<file path="src/rtl/seg_chk_pkg.sv">
// Package: shared types and constants for the segment and privilege checker.
// Assumes a 32-bit virtual address space with 3-bit segment tags.
package seg_chk_pkg;

    localparam int VA_W     = 32;
    localparam int STATUS_W = 32;
    localparam int SIZE_W   = 2;
    localparam int TAG_W    = 3;

    // Status bits that force kernel level regardless of the privilege field
    localparam logic [STATUS_W-1:0] KFORCE_MASK = 32'h1000_0006;
    localparam int PRIV_LSB = 3;

    // Segment tags (top three address bits)
    localparam logic [TAG_W-1:0] TAG_KCACHED   = 3'b100;
    localparam logic [TAG_W-1:0] TAG_KUNCACHED = 3'b101;

    // Address bits that together select the uncached attribute
    localparam int UNC_BIT_HI = 31;
    localparam int UNC_BIT_LO = 29;

    typedef enum logic [1:0] {
        PRIV_KERNEL = 2'd0,
        PRIV_SUPER  = 2'd1,
        PRIV_USER   = 2'd2,
        PRIV_UNDEF  = 2'd3
    } priv_e;

    typedef enum logic [1:0] {
        ACC_FETCH = 2'b00,
        ACC_LOAD  = 2'b01,
        ACC_STORE = 2'b10,
        ACC_RSVD  = 2'b11
    } acc_e;

endpackage

</file>
<file path="src/rtl/seg_priv_decode.sv">
// Module: seg_priv_decode
// Decodes the privilege level of an access from the status word.
// Assumes the forcing bits override the two-bit privilege field.
module seg_priv_decode
    import seg_chk_pkg::*;
#(
    parameter int SW  = STATUS_W,
    parameter int LSB = PRIV_LSB
) (
    input  logic [SW-1:0] status_word,
    output priv_e         priv
);

    logic          forced;
    logic [1:0]    field;

    assign forced = |(status_word & SW'(KFORCE_MASK));
    assign field  = status_word[LSB+1:LSB];

    // Pick the level: forcing bits first, then the field value
    always_comb begin
        if (forced) begin
            priv = PRIV_KERNEL;
        end else begin
            case (field)
                2'b00:   priv = PRIV_KERNEL;
                2'b01:   priv = PRIV_SUPER;
                2'b10:   priv = PRIV_USER;
                default: priv = PRIV_UNDEF;
            endcase
        end
    end

endmodule

</file>
<file path="src/rtl/seg_align_check.sv">
// Module: seg_align_check
// Flags an address that is not a multiple of the access width.
// Assumes the width code is the log2 of the byte count.
module seg_align_check #(
    parameter int AW  = 32,
    parameter int SZW = 2
) (
    input  logic [AW-1:0]  vaddr,
    input  logic [SZW-1:0] size_code,
    output logic           misaligned
);

    localparam int NUM_SIZES = 1 << SZW;

    logic [NUM_SIZES-1:0] mis_vec;

    // One low-bit test per supported width
    for (genvar k = 0; k < NUM_SIZES; k++) begin : g_width
        localparam logic [AW-1:0] LOW_MASK = (AW'(1) << k) - AW'(1);
        assign mis_vec[k] = |(vaddr & LOW_MASK);
    end

    assign misaligned = mis_vec[size_code];

endmodule

</file>
<file path="src/rtl/seg_region_decode.sv">
// Module: seg_region_decode
// Classifies the address into the unmapped kernel windows or mapped space
// and forms the direct physical address. Assumes 3-bit segment tags.
module seg_region_decode
    import seg_chk_pkg::*;
#(
    parameter int AW = VA_W,
    parameter int TW = TAG_W
) (
    input  logic [AW-1:0] vaddr,
    output logic          in_kcached,
    output logic          in_kuncached,
    output logic [AW-1:0] direct_pa,
    output logic          unc_attr
);

    logic [TW-1:0] tag;

    assign tag = vaddr[AW-1:AW-TW];

    // Segment membership from the tag bits
    always_comb begin
        in_kcached   = (tag == TAG_KCACHED);
        in_kuncached = (tag == TAG_KUNCACHED);
    end

    // Direct mapping: strip the tag, zero outside the windows
    always_comb begin
        if (in_kcached || in_kuncached) begin
            direct_pa = {{TW{1'b0}}, vaddr[AW-TW-1:0]};
        end else begin
            direct_pa = '0;
        end
    end

    assign unc_attr = vaddr[UNC_BIT_HI] & vaddr[UNC_BIT_LO];

endmodule

</file>
<file path="src/rtl/seg_priv_check.sv">
// Module: seg_priv_check (top)
// Front-end address check ahead of translation: privilege decode,
// alignment, unmapped window bypass, uncached marking and routing.
// Assumes purely combinational use; no state is held.
module seg_priv_check
    import seg_chk_pkg::*;
(
    input  logic [31:0] vaddr,
    input  logic [1:0]  size_code,
    input  logic [1:0]  acc_kind,
    input  logic [31:0] status_word,
    output logic        bypass,
    output logic [31:0] phys_addr,
    output logic        addr_err,
    output logic        err_store,
    output logic [31:0] bad_vaddr,
    output logic        uncacheable,
    output logic        to_tlb
);

    priv_e       priv;
    logic        misaligned;
    logic        in_kcached;
    logic        in_kuncached;
    logic        unc_attr;
    logic        priv_fault;
    logic [31:0] direct_pa;

    seg_priv_decode #(.SW(STATUS_W), .LSB(PRIV_LSB)) u_priv (
        .status_word (status_word),
        .priv        (priv)
    );

    seg_align_check #(.AW(VA_W), .SZW(SIZE_W)) u_align (
        .vaddr      (vaddr),
        .size_code  (size_code),
        .misaligned (misaligned)
    );

    seg_region_decode #(.AW(VA_W), .TW(TAG_W)) u_region (
        .vaddr        (vaddr),
        .in_kcached   (in_kcached),
        .in_kuncached (in_kuncached),
        .direct_pa    (direct_pa),
        .unc_attr     (unc_attr)
    );

    // Privilege violation: cached kernel window below kernel level
    assign priv_fault = in_kcached && (priv != PRIV_KERNEL);

    // Error flags and faulting address
    always_comb begin
        addr_err  = misaligned || priv_fault;
        err_store = addr_err && (acc_kind == ACC_STORE);
        bad_vaddr = addr_err ? vaddr : '0;
    end

    // Routing: bypass window, translation path, cache attribute
    always_comb begin
        bypass      = in_kcached || in_kuncached;
        phys_addr   = direct_pa;
        to_tlb      = !bypass && !addr_err;
        uncacheable = unc_attr && !addr_err;
    end

endmodule

</file>
<file path="config.mk">
export PLATFORM = sky130hd
export DESIGN_NAME = seg_priv_check
export DESIGN_NICKNAME = d
export VERILOG_FILES = /design/src/rtl/seg_chk_pkg.sv /design/src/rtl/seg_priv_decode.sv /design/src/rtl/seg_align_check.sv /design/src/rtl/seg_region_decode.sv /design/src/rtl/seg_priv_check.sv
export SDC_FILE = /design/constraint.sdc
export NUM_CORES = 1
export LEC_CHECK = 0
export BUFFER_PORTS_ARGS = -buffer_cell sky130_fd_sc_hd__buf_2
export CAP_MARGIN = 20
export CORE_AREA = 2 2 53 55
export DETAILED_ROUTE_END_ITERATION = 8
export DIE_AREA = 0 0 55 57
export GPL_TIMING_DRIVEN = 0
export PLACE_DENSITY = 0.93
export SETUP_SLACK_MARGIN = 0.15
export SLEW_MARGIN = 20
export SYNTH_ARGS = -nofsm -noshare
export SYNTH_HDL_FRONTEND = slang
export SYNTH_SLANG_ARGS = --single-unit
</file>
<file path="constraint.sdc">
create_clock -name vclk -period 1.4
set_input_delay 0.07 -clock vclk [all_inputs]
set_output_delay 0.07 -clock vclk [all_outputs]
set_load 0.02 [all_outputs]
</file>
==> summary.txt, run 1 <==
STA
  • WHS: 468.1 ps
  • RSZ-0062 raised after global routing: true
  • Max-slew violations: 0
  • Final Setup Violations: 0
  • Final setup margin: 173.6 ps
  • Final hold vios: 0
  • Setup TNS: 0 ps
  • Final critical-path required period: 1226 ps
  • Fmax: 815.4 MHz
  • Final worst path period share: 87.60%

Critical path
  • Worst Path Required: 1330 ps
  • Max FO, Critical Path: 10
  • Setup crit start kind: input pin
  • CP arrival: 1160 ps
  • Crit path kind: input pin to output pin
  • CP Capture Type: output pin

Route
  • Drt wl/cell: 10.47 um
  • Initial DRC count: 6
  • Final Routed Wirelength: 2.367 mm
  • Via density: 4.425
  • Drc violations: 0
  • Routed vias: 1,000
  • DR pass1 iterations: 4
  • Final ANT Viol Nets: 0

Floorplan
  • CORE AREA: 2615 um^2
  • Initial core utilization: 28.13%
  • Die X: 55 um
  • Std-Cell Rows: 19
  • Die area: 3135 um^2
  • I/O pin cnt: 137
  • Die Ht: 57 um

Placement
  • HPWL after DPL: 2.017 mm
  • Post-placement setup slack: 118.4 ps
  • PortBufs: 107
  • Gpl congestion: 0.6261

Layout
  • Most common cell after layout, fill and taps aside: buf_2
  • Layout cells sized above 1: 77.44%
  • Area Overhead vs Synth: 84.52%
  • Filler Cell Count: 275
  • Nets: 265
  • N_diodes: 0
  • FF/Latch Area: 0 um^2
  • Sequential cells: 0
  • Clock buf count: 0
  • Most frequent cells in the layout: buf_2, and2_1, a21boi_2

Synthesis
  • Synth warnings: 0
  • Post-Syn Area: 735.7 um^2
  • Distinct cells, synth: 19
  • Synth Area per Inst: 8.555 um^2
  • Register area share after synthesis: 0%
  • Syn Inst Count: 86

Pwr
  • Leakage power: 0.7915 nW
  • Internal: 224.4 uW
  • Clock power frac: 0%
  • Pwr Density: 379.2 nW/um^2
  • Net Switching: 290.3 uW
  • Switching share of power: 56.40%
  • Combinational share of power: 100.0%
  • Seq pwr share: 0%
  • Max VDD drop: 0.1934 mV

GRT
  • Initial antenna violation count: 0
  • Grt ovf: 0
  • Largest net degree at the start of global routing: 11
  • Vias in the first global route: 802
  • First-pass GRT wire length: 3.132 mm
  • GR Util All Layers: 12.42%

Clocking
  • Hold_buf cts: 0

Hold path
  • Hold Crit Class: input pin to output pin

Run
  • Max cap viols: 0

Outcome
  • Status: finished, final reports clean
critical path, stage by stage:
cell      delay [ps]
buf_2            110
nor4_4           320
o211ai_4         170
buf_6            190
a21boi_2         130
buf_2            170
timing repair:
item	in CTS	in global routing
endpoints found under the setup margin	10	26
gates resized for setup	1	17
pin swaps	0	1
setup buffers	0	0
per-layer routing:
| metal | track usage [%] | share of wire (%) | vias to the layer above | routed length [um] |
|---|---|---|---|---|
| met1 | 12.38 | 37 | 437 | 885 |
| met2 | 27.55 | 51 | 62 | 1217 |
| met4 | 0 | 0 | 0 | 0 |
| met3 | 0.2618 | 11 | 0 | 264 |
| li1 | - | - | 501 | - |
| met5 | 0 | 0 | - | 0 |
cells in the mapped netlist (2+ instances only):
cell	number	area (um^2)
and2_1	29	181.4
a21boi_2	28	315.3
buf_6	6	67.56
buf_4	3	22.52
nor2b_1	3	18.77
a21boi_0	2	15.01
buf_2	2	10.01
clkbuf_1	2	7.510
power groups by stage:
stage	clock [mW]	sequential, mW	combinational, mW
2_1_floorplan	0	0	0.316
3_3_place_gp	0	0	0.491
3_5_place_dp	0	0	0.500
4_1_cts	0	0	0.501
5_1_grt	0	0	0.551
6_report	0	0	0.515
path summary, 6_finish.rpt:
check / start / endpoint / cells after the start
hold / removal: vaddr[26] / phys_addr[26] / 3
setup / recovery: status_word[2] / bad_vaddr[5] / 6
kinds of logic (layout without fill, tap and decap cells):
kind of cell           after synthesis  in the layout  synth area share (%)
other                                1              3                0.5097
AND/OR/NAND/NOR                     38             38                 34.18
AO/OA/AOI/OAI                       34             34                 50.68
buffers and inverters               13            120                 14.63
area by class of cell:
| class | count | area [um^2] | area share (%) |
|---|---|---|---|
| Multi-Input combinational cell | 75 | 635.6 | 46.82 |
| Tap cell | 31 | 38.79 | 2.857 |
| Timing Repair Buffer | 107 | 570.5 | 42.03 |
| Buffer | 13 | 112.6 | 8.295 |
per-stage QoR:
step	instance area, um^2	power [mW]	utilization [%]	cells
finish	1358	0.5148	51.91	226
global route	1358	0.5509	51.91	226
CTS	1319	0.5006	50.43	226
detailed placement	1318	0.4999	50.38	226
global placement	1318	0.4908	50.38	226
floorplan	743.2	0.3159	-	88
Note: power is estimated with default switching activity, not from simulation.
==> run 2, diff against run 1 <==
--- a/config.mk
+++ b/config.mk
@@ -5,13 +5,14 @@
 export SDC_FILE = /design/constraint.sdc
 export NUM_CORES = 1
 export LEC_CHECK = 0
+export ABC_AREA = 1
 export BUFFER_PORTS_ARGS = -buffer_cell sky130_fd_sc_hd__buf_2
 export CAP_MARGIN = 20
 export CORE_AREA = 2 2 53 55
 export DETAILED_ROUTE_END_ITERATION = 8
 export DIE_AREA = 0 0 55 57
 export GPL_TIMING_DRIVEN = 0
-export PLACE_DENSITY = 0.93
+export PLACE_DENSITY = 0.92
 export SETUP_SLACK_MARGIN = 0.15
 export SLEW_MARGIN = 20
 export SYNTH_ARGS = -nofsm -noshare
==> summary.txt, run 2 <==
Floorplan
  • Initial core utilization: 27.22% (-0.91 points)
  • I/O pin cnt: 137 (unchanged)
  • Die X: 55 um (unchanged)
  • Die Ht: 57 um (unchanged)
  • Die area: 3135 um^2 (unchanged)
  • Std-Cell Rows: 19 (unchanged)
  • CORE AREA: 2615 um^2 (unchanged)

Layout
  • Clock buf count: 0 (unchanged)
  • Most common cell after layout, fill and taps aside: buf_2
  • Sequential cells: 0 (unchanged)
  • Final Core Density: 49.47% (-2.4 points)
  • Layout cells sized above 1: 64.44% (-13 points)
  • Filler Cell Count: 289 (+5.1%)
  • N_diodes: 0 (unchanged)
  • Finished Cell Area: 1294 um^2 (-4.7%)
  • Most frequent cells in the layout: buf_2, inv_1, nor2_1
  • FF/Latch Area: 0 um^2 (unchanged)
  • Area Overhead vs Synth: 81.72%
  • Nets: 309 (+17%)
  • Finished Layout Cells: 270 (+19%)
  • Multi-input gate area: 485.5 um^2 (-24%)

STA
  • RSZ-0062 raised after global routing: false
  • Setup TNS: 0 ps (unchanged)
  • Final worst path period share: 78.43% (-9.2 points)
  • Final Setup Violations: 0 (unchanged)
  • Final critical-path required period: 1098 ps (-128.3 ps)
  • Final hold vios: 0 (unchanged)
  • Fmax: 910.7 MHz (+12%)
  • Max-slew violations: 0 (unchanged)

Hold path
  • Hold Crit Class: input pin to output pin
  • Hold path startpoint: acc_kind[1]

GRT
  • Initial antenna violation count: 0 (unchanged)
  • First-pass GRT wire length: 3.450 mm (+10%)
  • GR Util All Layers: 13.90% (+1.5 points)
  • Vias in the first global route: 873 (+8.9%)
  • Grt ovf: 0 (unchanged)
  • Largest net degree at the start of global routing: 11 (unchanged)

Clocking
  • Post_cts resized: 0 (-1)
  • Hold_buf cts: 0 (unchanged)
  • Setup bufs post-CTS: 0 (unchanged)

Pwr
  • Tot Pwr: 508.1 uW (-1.3%)
  • Leakage power: 0.9230 nW (+17%)
  • Max VDD drop: 0.1970 mV (+1.9%)
  • Pwr Density: 392.7 nW/um^2 (+3.6%)

Placement
  • Placed Cells: 270 (+19%)
  • PortBufs: 107 (unchanged)
  • Placed inst area: 1294 um^2 (-1.8%)
  • HPWL after DPL: 2.150 mm (+6.6%)
  • Gpl congestion: 0.6881 (+9.9%)

Critical path
  • Worst Path Required: 1330 ps (about the same)
  • CP arrival: 1030 ps (-130 ps)
  • Slowest cell on crit path: buf_6
  • Crit path kind: input pin to output pin
  • CP cell instances: buf_2 > inv_1 > nand2_2 > nor2_4 > nand2_4 > buf_6 > a21oi_2 > buf_2
  • CP Capture Type: output pin
  • Critical path's largest stage delay: 170 ps (-150 ps)
  • Setup crit start kind: input pin
  • Max FO, Critical Path: 10 (unchanged)
  • Worst Setup SP: vaddr[30]
  • Most frequent CP cell: buf_2

Run
  • Max cap viols: 0 (unchanged)

Route
  • Drt wl/cell: 9.100 um (-13%)
  • Drc violations: 0 (unchanged)
  • DR pass1 iterations: 4 (unchanged)
  • Initial DRC count: 15 (+9)
  • Routed vias: 1,153 (+15%)
  • Final ANT Viol Nets: 0 (unchanged)
  • Final Routed Wirelength: 2.457 mm (+3.8%)
  • Via density: 4.270 (-3.5%)

Synthesis
  • Synth warnings: 0 (unchanged)
  • Area leader, netlist: a21oi_2
  • Synth Area per Inst: 5.476 um^2 (-36%)
  • Commonest cells in the netlist: inv_1, nor2_1, a21oi_2
  • Most numerous cell in the Yosys netlist: inv_1
  • Post-Syn Area: 711.9 um^2 (-3.2%)
  • Register area share after synthesis: 0% (unchanged)
  • Area contributors post-synth: a21oi_2, inv_1, nor2_1, buf_4, buf_6
  • Share of the synthesized area in the top cell type: 36.91% (-6.0 points)
  • Syn Inst Count: 130 (+51%)
  • Distinct cells, synth: 16 (-3)

Outcome
  • Status: finished, final reports clean
-- run 2: cell count changes in the layout (fill, tap and decap cells not counted), moves of 7 or more --
cell,previous run,this run
a21oi_2,1,30
buf_2,94,108
a21boi_2,28,0
and2_1,29,0
nor2_1,0,32
inv_1,0,36
nand2_1,1,8
buf_4,17,6
-- run 2: cells by family after synthesis --
logic type / synth area share, %
AND/OR/NAND/NOR: 27.59
AO/OA/AOI/OAI: 39.01
other: 0.5267
buffers and inverters: 32.86
-- run 2: layout make-up --
| class | instances | share of cell area (%) |
|---|---|---|
| buffer | 12 | 7.060 |
| inverter | 38 | 11.03 |
| multi-input combinational | 82 | 37.52 |
| tap | 31 | 2.998 |
| timing repair buffer | 107 | 41.39 |
-- run 2: critical path, delay by kind of cell --
| family | cells | cell delay (ps) |
|---|---|---|
| simple gates | 3 | 310 |
| compound gates | 1 | 130 |
| buf+inv | 4 | 510 |
-- run 2: layer usage --
layer  up-vias  GRT usage, %  wire (um)
met5         -             0          0
met4         0        0.6969         13
met3         2        0.7853        266
met2        60         29.25       1270
met1       501         14.74        907
li1        590             -          -
-- run 2: path summary, 6_finish.rpt --
| kind | cells past startpoint | endpoint |
|---|---|---|
| setup / recovery | 8 | bad_vaddr[11] |
| hold / removal | 4 | err_store |
-- run 2: metrics by stage --
stage,hold WS [ps],setup slack (ps)
5_1_grt,489.1,228.8
3_3_place_gp,463.0,326.7
4_1_cts,470.4,295.3
3_5_place_dp,470.1,295.8
2_1_floorplan,232.4,425.3
6_report,465.5,301.9
-- run 2: power by group --
part / internal, mW / total [mW] / switching (mW)
registers: 0 / 0 / 0
logic: 0.187 / 0.508 / 0.321
clock network: 0 / 0 / 0
total: 0.187 / 0.508 / 0.321
